`config.mk`:
```
export PLATFORM = sky130hd
export DESIGN_NAME = scan_timing_gen
export DESIGN_NICKNAME = d
export VERILOG_FILES = /design/src/rtl/scan_pkg.sv /design/src/rtl/scan_clamp.sv /design/src/rtl/scan_rdclk_gen.sv /design/src/rtl/scan_timing_gen.sv
export SDC_FILE = /design/constraint.sdc
export NUM_CORES = 1
export LEC_CHECK = 0
export BUFFER_PORTS_ARGS = -buffer_cell sky130_fd_sc_hd__buf_2
export CAP_MARGIN = 20
export CORE_MARGIN = 4
export CORE_UTILIZATION = 44
export CTS_BUF_LIST = sky130_fd_sc_hd__clkbuf_8
export CTS_CLUSTER_DIAMETER = 100
export DETAILED_ROUTE_END_ITERATION = 7
export MAX_ROUTING_LAYER = met4
export PLACE_DENSITY = 0.7
export SYNTH_ARGS = -nofsm -noshare
export SYNTH_HDL_FRONTEND = slang
export SYNTH_HIERARCHICAL = 1
export SYNTH_SLANG_ARGS = --single-unit
```
`constraint.sdc`:
```
create_clock -name clk -period 8.2 [get_ports clk]
set_clock_uncertainty 0.15 [all_clocks]
set_input_delay 1.23 -clock clk [delete_from_list [all_inputs] [get_ports clk]]
set_output_delay 1.23 -clock clk [all_outputs]
set_load 0.02 [all_outputs]
```
`src/rtl/scan_pkg.sv`:
```
package scan_pkg;

    typedef enum logic [3:0] {
        ST_IDLE,
        ST_RST,
        ST_SETUP,
        ST_CLOCKS,
        ST_SHR_DLY,
        ST_SHR,
        ST_INTG_DLY,
        ST_INTG,
        ST_SHS_DLY,
        ST_SHS,
        ST_GAP,
        ST_STI,
        ST_WAIT
    } scan_state_e;

endpackage

```
`src/rtl/scan_clamp.sv`:
```
module scan_clamp #(
    parameter int          W  = 16,
    parameter int unsigned LO = 1,
    parameter int unsigned HI = 65535
) (
    input  logic [W-1:0] raw_i,
    output logic [W-1:0] eff_o
);
    localparam logic [W-1:0] LO_V = W'(LO);
    localparam logic [W-1:0] HI_V = W'(HI);

    always_comb begin
        if (raw_i < LO_V)      eff_o = LO_V;
        else if (raw_i > HI_V) eff_o = HI_V;
        else                   eff_o = raw_i;
    end
endmodule

```
`src/rtl/scan_rdclk_gen.sv`:
```
module scan_rdclk_gen #(
    parameter int W  = 16,
    parameter int EW = 8
) (
    input  logic          clk,
    input  logic          rst_n,
    input  logic          run_i,
    input  logic [W-1:0]  half_i,
    input  logic [EW-1:0] count_i,
    output logic          rdclk_o,
    output logic          last_o
);
    logic [W-1:0]  cnt_q;
    logic [EW-1:0] edges_q;
    logic          clk_q;

    // final falling edge of the burst happens on the cycle last_o is high
    assign last_o  = run_i && clk_q && (cnt_q == '0) && (edges_q == count_i);
    assign rdclk_o = clk_q;

    always_ff @(posedge clk or negedge rst_n) begin
        if (!rst_n) begin
            clk_q   <= 1'b0;
            cnt_q   <= '0;
            edges_q <= '0;
        end else if (!run_i) begin
            clk_q   <= 1'b0;
            cnt_q   <= '0;
            edges_q <= '0;
        end else if (edges_q == '0) begin
            clk_q   <= 1'b1;
            edges_q <= EW'(1);
            cnt_q   <= half_i - W'(1);
        end else if (cnt_q != '0) begin
            cnt_q <= cnt_q - W'(1);
        end else if (clk_q) begin
            clk_q <= 1'b0;
            cnt_q <= half_i - W'(1);
        end else begin
            clk_q   <= 1'b1;
            edges_q <= edges_q + EW'(1);
            cnt_q   <= half_i - W'(1);
        end
    end
endmodule

```
`src/rtl/scan_timing_gen.sv`:
```
module scan_timing_gen
    import scan_pkg::*;
#(
    parameter int          CNT_W        = 16,
    parameter int          FRM_W        = 8,
    parameter int unsigned MIN_PULSE    = 4,
    parameter int unsigned MIN_GAP      = 4,
    parameter int unsigned MIN_SHR_DLY  = 50,
    parameter int unsigned MIN_INTG     = 1,
    parameter int unsigned MIN_SHS_DLY  = 563,
    parameter int unsigned MIN_WAIT     = 1,
    parameter int unsigned SEQ_CLKS     = 133,
    parameter int unsigned SIM_CLKS     = 33,
    parameter int unsigned SEQ_HALF_MIN = 5,
    parameter int unsigned SEQ_HALF_MAX = 62,
    parameter int unsigned SIM_HALF_MIN = 17,
    parameter int unsigned SIM_HALF_MAX = 250
) (
    input  logic             clk,
    input  logic             rst_n,
    input  logic             start_i,
    input  logic             stop_i,
    input  logic             overlap_i,
    input  logic             simult_i,
    input  logic [FRM_W-1:0] frames_i,
    input  logic [CNT_W-1:0] pulse_len_i,
    input  logic [CNT_W-1:0] gap_len_i,
    input  logic [CNT_W-1:0] shr_dly_i,
    input  logic [CNT_W-1:0] intg_len_i,
    input  logic [CNT_W-1:0] shs_dly_i,
    input  logic [CNT_W-1:0] wait_len_i,
    input  logic [CNT_W-1:0] half_per_i,
    output logic             irst_o,
    output logic             shr_o,
    output logic             intg_o,
    output logic             shs_o,
    output logic             sti_o,
    output logic             rdclk_o,
    output logic             frame_done_o,
    output logic             busy_o
);
    localparam int unsigned MAX_CNT = (2 ** CNT_W) - 1;
    localparam int          EW      = $clog2(SEQ_CLKS + 1);

    scan_state_e      state_q, state_d;
    logic [CNT_W-1:0] cnt_q, dur_d;
    logic [FRM_W-1:0] frames_q;
    logic             free_q, stop_q, ovl_q, sim_q, rd_q, shs_d1_q;
    logic             burst_last, finished;

    logic [CNT_W-1:0] pulse_eff, gap_eff, shrd_eff, intg_eff, shsd_eff, wait_eff;
    logic [CNT_W-1:0] half_seq, half_sim, half_eff;
    logic [EW-1:0]    burst_len;

    // ---------------- register clamping ----------------
    scan_clamp #(.W(CNT_W), .LO(MIN_PULSE),    .HI(MAX_CNT))      u_cl_pulse (.raw_i(pulse_len_i), .eff_o(pulse_eff));
    scan_clamp #(.W(CNT_W), .LO(MIN_GAP),      .HI(MAX_CNT))      u_cl_gap   (.raw_i(gap_len_i),   .eff_o(gap_eff));
    scan_clamp #(.W(CNT_W), .LO(MIN_SHR_DLY),  .HI(MAX_CNT))      u_cl_shrd  (.raw_i(shr_dly_i),   .eff_o(shrd_eff));
    scan_clamp #(.W(CNT_W), .LO(MIN_INTG),     .HI(MAX_CNT))      u_cl_intg  (.raw_i(intg_len_i),  .eff_o(intg_eff));
    scan_clamp #(.W(CNT_W), .LO(MIN_SHS_DLY),  .HI(MAX_CNT))      u_cl_shsd  (.raw_i(shs_dly_i),   .eff_o(shsd_eff));
    scan_clamp #(.W(CNT_W), .LO(MIN_WAIT),     .HI(MAX_CNT))      u_cl_wait  (.raw_i(wait_len_i),  .eff_o(wait_eff));
    scan_clamp #(.W(CNT_W), .LO(SEQ_HALF_MIN), .HI(SEQ_HALF_MAX)) u_cl_hseq  (.raw_i(half_per_i),  .eff_o(half_seq));
    scan_clamp #(.W(CNT_W), .LO(SIM_HALF_MIN), .HI(SIM_HALF_MAX)) u_cl_hsim  (.raw_i(half_per_i),  .eff_o(half_sim));

    assign half_eff  = sim_q ? half_sim : half_seq;
    assign burst_len = sim_q ? EW'(SIM_CLKS) : EW'(SEQ_CLKS);

    // ---------------- readout clock burst ----------------
    scan_rdclk_gen #(.W(CNT_W), .EW(EW)) u_rdclk (
        .clk     (clk),
        .rst_n   (rst_n),
        .run_i   (state_q == ST_CLOCKS),
        .half_i  (half_eff),
        .count_i (burst_len),
        .rdclk_o (rdclk_o),
        .last_o  (burst_last)
    );

    assign finished = free_q ? stop_q : (frames_q == '0);

    // ---------------- next state ----------------
    always_comb begin
        state_d = state_q;
        unique case (state_q)
            ST_IDLE:     if (start_i)         state_d = ST_RST;
            ST_RST:      if (cnt_q == '0)     state_d = ST_SETUP;
            ST_SETUP:    if (cnt_q == '0)     state_d = ST_CLOCKS;
            ST_CLOCKS:   if (burst_last)      state_d = !rd_q ? ST_SHR_DLY
                                                      : (finished ? ST_IDLE : ST_WAIT);
            ST_SHR_DLY:  if (cnt_q == '0)     state_d = ST_SHR;
            ST_SHR:      if (cnt_q == '0)     state_d = ST_INTG_DLY;
            ST_INTG_DLY: if (cnt_q == '0)     state_d = ST_INTG;
            ST_INTG:     if (cnt_q == '0)     state_d = ST_SHS_DLY;
            ST_SHS_DLY:  if (cnt_q == '0)     state_d = ST_SHS;
            ST_SHS:      if (cnt_q == '0)     state_d = ST_GAP;
            ST_GAP:      if (cnt_q == '0)     state_d = !ovl_q ? ST_STI
                                                      : (finished ? ST_IDLE : ST_RST);
            ST_STI:      if (cnt_q == '0)     state_d = ST_SETUP;
            ST_WAIT:     if (cnt_q == '0)     state_d = ST_RST;
            default:                          state_d = ST_IDLE;
        endcase
    end

    // length of the state being entered
    always_comb begin
        unique case (state_d)
            ST_RST, ST_SHR, ST_SHS, ST_STI: dur_d = pulse_eff;
            ST_SETUP, ST_INTG_DLY, ST_GAP:  dur_d = gap_eff;
            ST_SHR_DLY:                     dur_d = shrd_eff;
            ST_INTG:                        dur_d = intg_eff;
            ST_SHS_DLY:                     dur_d = shsd_eff;
            ST_WAIT:                        dur_d = wait_eff;
            default:                        dur_d = CNT_W'(1);
        endcase
    end

    // ---------------- state register ----------------
    always_ff @(posedge clk or negedge rst_n) begin
        if (!rst_n) begin
            state_q  <= ST_IDLE;
            cnt_q    <= '0;
            frames_q <= '0;
            free_q   <= 1'b0;
            stop_q   <= 1'b0;
            ovl_q    <= 1'b0;
            sim_q    <= 1'b0;
            rd_q     <= 1'b0;
            shs_d1_q <= 1'b0;
        end else begin
            state_q  <= state_d;
            shs_d1_q <= shs_o;
            if (state_d != state_q)  cnt_q <= dur_d - CNT_W'(1);
            else if (cnt_q != '0)    cnt_q <= cnt_q - CNT_W'(1);

            if (state_q == ST_IDLE && start_i) begin
                frames_q <= frames_i;
                free_q   <= (frames_i == '0);
                ovl_q    <= overlap_i;
                sim_q    <= simult_i;
                stop_q   <= 1'b0;
            end else begin
                if (stop_i) stop_q <= 1'b1;
                if (frame_done_o && !free_q && frames_q != '0)
                    frames_q <= frames_q - FRM_W'(1);
            end

            if (state_d == ST_STI)      rd_q <= 1'b1;
            else if (state_d == ST_RST) rd_q <= 1'b0;
        end
    end

    // ---------------- outputs ----------------
    always_comb begin
        irst_o       = (state_q == ST_RST);
        sti_o        = (state_q == ST_RST && ovl_q) || (state_q == ST_STI);
        shr_o        = (state_q == ST_SHR);
        intg_o       = (state_q == ST_INTG);
        shs_o        = (state_q == ST_SHS);
        busy_o       = (state_q != ST_IDLE);
        frame_done_o = shs_o && !shs_d1_q;
    end
endmodule

```
==> results by group <==
Detailed routing
  • DRC marker count from the first detailed-route iteration: 629
  • Wirelength, routed: 18,400 um
  • Antenna Nets Post-Route: 0
  • DRC violation count after routing: 2
  • Average via count per standard cell: 5.99
  • DR vias: about 6,300
  • First-pass iteration count of the detailed router: 8
  • Routed wire length per instance: 17.4 um

Floorplan
  • Number of placement rows: between 40 and 50
  • Count of pins on the block boundary: 134
  • Core area: approximately 0.014 mm^2
  • Area of the die: 0.0165 mm^2
  • Die boundary height: 129 um
  • Die X-Extent: 129 um
  • Initial Util: 45.5%

Yosys
  • Total number of yosys warnings: 6
  • Fraction of synthesis flops using an asynchronous set or reset pin: 100%
  • Number of synthesized flops with an enable pin: 0
  • Prevailing post-synth register cell: sky130_fd_sc_hd__dfrtp_1
  • Mean Syn Cell Area: 7.78 um^2
  • Number of cells produced by synthesis: 822
  • Post-Syn Area: roughly 0.0064 mm^2
  • Sequential share of the synthesized area: 23.1%
  • Number of synthesized register bits: 59
  • Library cells used by synthesis: between 90 and 100

Pwr
  • Power Total: just over 0.9 mW
  • Areal power density over the cells: 132 mW/mm^2
  • IR drop worst, VDD: around 0.000067 V
  • Leakage power: 3.03 nW

Worst setup path
  • Worst endpoint data arrival time: 6.91 ns
  • Logic depth of the worst register-to-register path: 15
  • Critical Path Sink Type: flop
  • Required time of the worst setup path: 8.27 ns
  • Highest net fanout along the worst path: 23
  • Library cell contributing the largest single delay on the critical path: sky130_fd_sc_hd__o2bb2ai_1
  • CP max stage delay: 0.86 ns
  • Most numerous cell on the critical path: sky130_fd_sc_hd__nor2_1
  • CP cell instances: nand2_1 -> nor2_1 -> nand3_1 -> nor4_1 -> and3b_1 -> o21ai_1 -> a21boi_1 -> o21a_2 -> inv_2 -> o2bb2ai_1 -> nor2_1 -> a221o_1 -> or4b_4 -> nor4_2 -> mux2_1
  • Critical Setup Path Class: reg2reg
  • Type of element launching the critical path: flop

Timing
  • Setup TNS after final layout: 0 ns
  • Final worst path period need: 6.84 ns
  • RSZ-0062 raised after global routing: false
  • Worst path setup slack after routing: 1.36 ns
  • Final hold slack: 0.358 ns
  • Max frequency: roughly 150 MHz
  • Number of endpoints with negative hold slack in the final report: 0
  • Number of endpoints failing setup at the final stage: 0
  • Final clock period utilization by the worst path: 83.4%
  • Least-Margin Pin Slew: 1.02 ns
  • Rel. slew slack: 32.2%
  • Final Max Tran Viols: 0

Final layout
  • Post-synthesis to final-layout area growth: 10.1%
  • Fraction of final layout cells sized beyond drive strength 1: about 25%
  • Net count of the finished layout: 1,004
  • Final standard cell count with taps included and fillers excluded: about 1,100
  • Number of inserted diodes: 0
  • Filler cell count in the final layout: 1,385

Clocking
  • Register clock-pin slew on the reported worst setup and hold paths: about 0.07 ns
  • Root buf cell: sky130_fd_sc_hd__clkbuf_8
  • Count of H-tree levels built during CTS: 3
  • Post-CTS setup buffer count: 0
  • Hold-fix buffers, CTS: 0
  • Largest buffer count on any clock path: 2
  • TritonCTS Sinks: between 50 and 60
  • Number of gates resized after cts: 0
  • CTS Buf Count: 9
  • Skew-Pair Late Insertion Delay: 0.34 ns
  • Clock tree from TritonCTS: yes

Hold path
  • Hold Crit Depth: 2
  • Hold WC Path Type: reg2reg

Placement
  • Final weighted congestion of routability-driven global placement: 0.942
  • HPWL Detailed: 14,400 um
  • Port Buffer Count: 133
  • Post-placement worst setup slack: about 1.5 ns
  • Total placed cells including tap cells: just over 1,000

Global route
  • Number of global-route vias before repair: about 5,900
  • Overall Global Routing Usage: 22.4%
  • Congestion Overflow GR: 0
  • Wire length of the first global-routing pass: 29,500 um
  • Maximum number of pins on one net before global-route repair: 60
  • Number of antenna violations at the first check in global routing: 0

Run
  • Max capacitance violation total: 0

Status
  • Violated checks: design-rule violations
  • Run status: finished, violations left
## cells by family after synthesis
group	after synthesis	synth area share (%)
AOI/OAI and AO/OA	183	22.2
muxes	27	4.66
buffers and inverters	154	10.6
xor gates and xnor gates	52	7.13
other	4	0.235
adders and majority gates	8	1.57
DFF	59	23.1
and+or+nand+nor	335	30.6
## per-layer routing
metal	track usage, %	share of wire, %
met1	29.8	44
met2	35.0	46
met3	4.86	8.6
met4	5.31	1.5
met5	-	0
## Yosys cell counts, types with 6 or more instances
| cell | n | area [um^2] |
|---|---|---|
| sky130_fd_sc_hd__dfrtp_1 | 59 | 1480 |
| sky130_fd_sc_hd__a32oi_1 | 9 | 78.8 |
| sky130_fd_sc_hd__nand4_1 | 6 | 37.5 |
| sky130_fd_sc_hd__nor4_1 | 27 | 169 |
| sky130_fd_sc_hd__clkbuf_1 | 91 | 342 |
| sky130_fd_sc_hd__buf_4 | 18 | 135 |
| sky130_fd_sc_hd__nand2_1 | 68 | 255 |
| sky130_fd_sc_hd__xor2_1 | 18 | 158 |
| sky130_fd_sc_hd__nand3_1 | 32 | 160 |
| sky130_fd_sc_hd__mux2_2 | 20 | 225 |
| sky130_fd_sc_hd__or2_2 | 6 | 37.5 |
| sky130_fd_sc_hd__nor2_1 | 80 | 300 |
| sky130_fd_sc_hd__nor2b_1 | 9 | 56.3 |
| sky130_fd_sc_hd__and3_1 | 10 | 62.6 |
| sky130_fd_sc_hd__a41oi_1 | 7 | 61.3 |
| sky130_fd_sc_hd__a222oi_1 | 7 | 70.1 |
| sky130_fd_sc_hd__a21oi_1 | 27 | 135 |
| sky130_fd_sc_hd__o211a_1 | 9 | 90.1 |
| sky130_fd_sc_hd__inv_1 | 31 | 116 |
| sky130_fd_sc_hd__o22ai_1 | 9 | 56.3 |
| sky130_fd_sc_hd__nor4_2 | 9 | 113 |
| sky130_fd_sc_hd__a221oi_1 | 7 | 61.3 |
| sky130_fd_sc_hd__ha_1 | 8 | 100 |
| sky130_fd_sc_hd__nor3_1 | 23 | 115 |
| sky130_fd_sc_hd__nor4_4 | 7 | 149 |
| sky130_fd_sc_hd__buf_2 | 7 | 35.0 |
| sky130_fd_sc_hd__or3_1 | 7 | 43.8 |
| sky130_fd_sc_hd__o21ai_0 | 21 | 105 |
| sky130_fd_sc_hd__xnor2_1 | 34 | 298 |
| sky130_fd_sc_hd__nand2b_1 | 6 | 37.5 |
| sky130_fd_sc_hd__a22o_1 | 6 | 52.6 |
## registers in the layout (all words and copies together), names as in the netlist, 4 cells and up
signal	count
frames_q	8
cnt_q	16
u_rdclk/cnt_q	16
state_q	4
u_rdclk/edges_q	8
## final timing paths
path                            start                 to  slack [ns]
max in group asynchronous       rst_n          cnt_q[13]        6.49
max                        state_q[0]          cnt_q[15]        1.36
min reg2reg                    stop_q             stop_q        0.36
min                            stop_q             stop_q        0.36
max reg2reg                state_q[0]          cnt_q[15]        1.36
min in group asynchronous       rst_n  u_rdclk/cnt_q[13]        0.91
## stage by stage
stage	instance area, um^2	util [%]
2_1_floorplan	6460	-
3_5_place_dp	6840	48.7
3_3_place_gp	6840	48.7
6_report	7040	50.1
5_1_grt	7040	50.1
4_1_cts	7030	50.0
## cells in the final DEF (no fill, tap or decap), drive strengths merged, types with 7 or more instances in the layout
master / netlist / layout
a21oi: 27 / 27
buf: 29 / 139
nor4: 43 / 43
nand2: 68 / 68
a41oi: 7 / 7
a222oi: 7 / 7
o22ai: 10 / 10
nor2b: 9 / 9
xnor2: 34 / 34
nor3: 26 / 26
ha: 8 / 8
xor2: 18 / 18
nor2: 80 / 80
nand3: 34 / 34
or2: 8 / 8
a32oi: 9 / 9
o21ai: 25 / 25
a221oi: 8 / 8
and3: 11 / 11
or3: 8 / 8
o211a: 9 / 9
conb: 4 / 23
clkbuf: 91 / 12
dfrtp: 59 / 59
inv: 33 / 33
mux2: 22 / 22
## final cells by class
type | instances | area, um^2 | area share, %
multi-input combinational | 628 | 4310 | 61.3
tap | 180 | 225 | 3.20
timing repair buffer | 139 | 711 | 10.1
clock buffer | 12 | 165 | 2.35
clock inverter | 4 | 23.8 | 0.338
sequential | 59 | 1480 | 21.0
inverter | 33 | 124 | 1.76
## report_power, final
group	internal (mW)	total (mW)	leakage, nW	switching [mW]
Sequential	0.330	0.367	0.730	0.0372
Combinational	0.125	0.305	2.20	0.180
Clock	0.133	0.255	0.102	0.121
Total	0.588	0.926	3.03	0.338
## worst max-delay path: cells and delay by family, from the launching register on
family / cells / cell delay, ns
and+or+nand+nor: 8 / 3.25
AOI/OAI and AO/OA: 5 / 1.96
DFF: 1 / 0.76
muxes: 1 / 0.36
buffers and inverters: 1 / 0.22
Power figures use the tool's default switching activity.
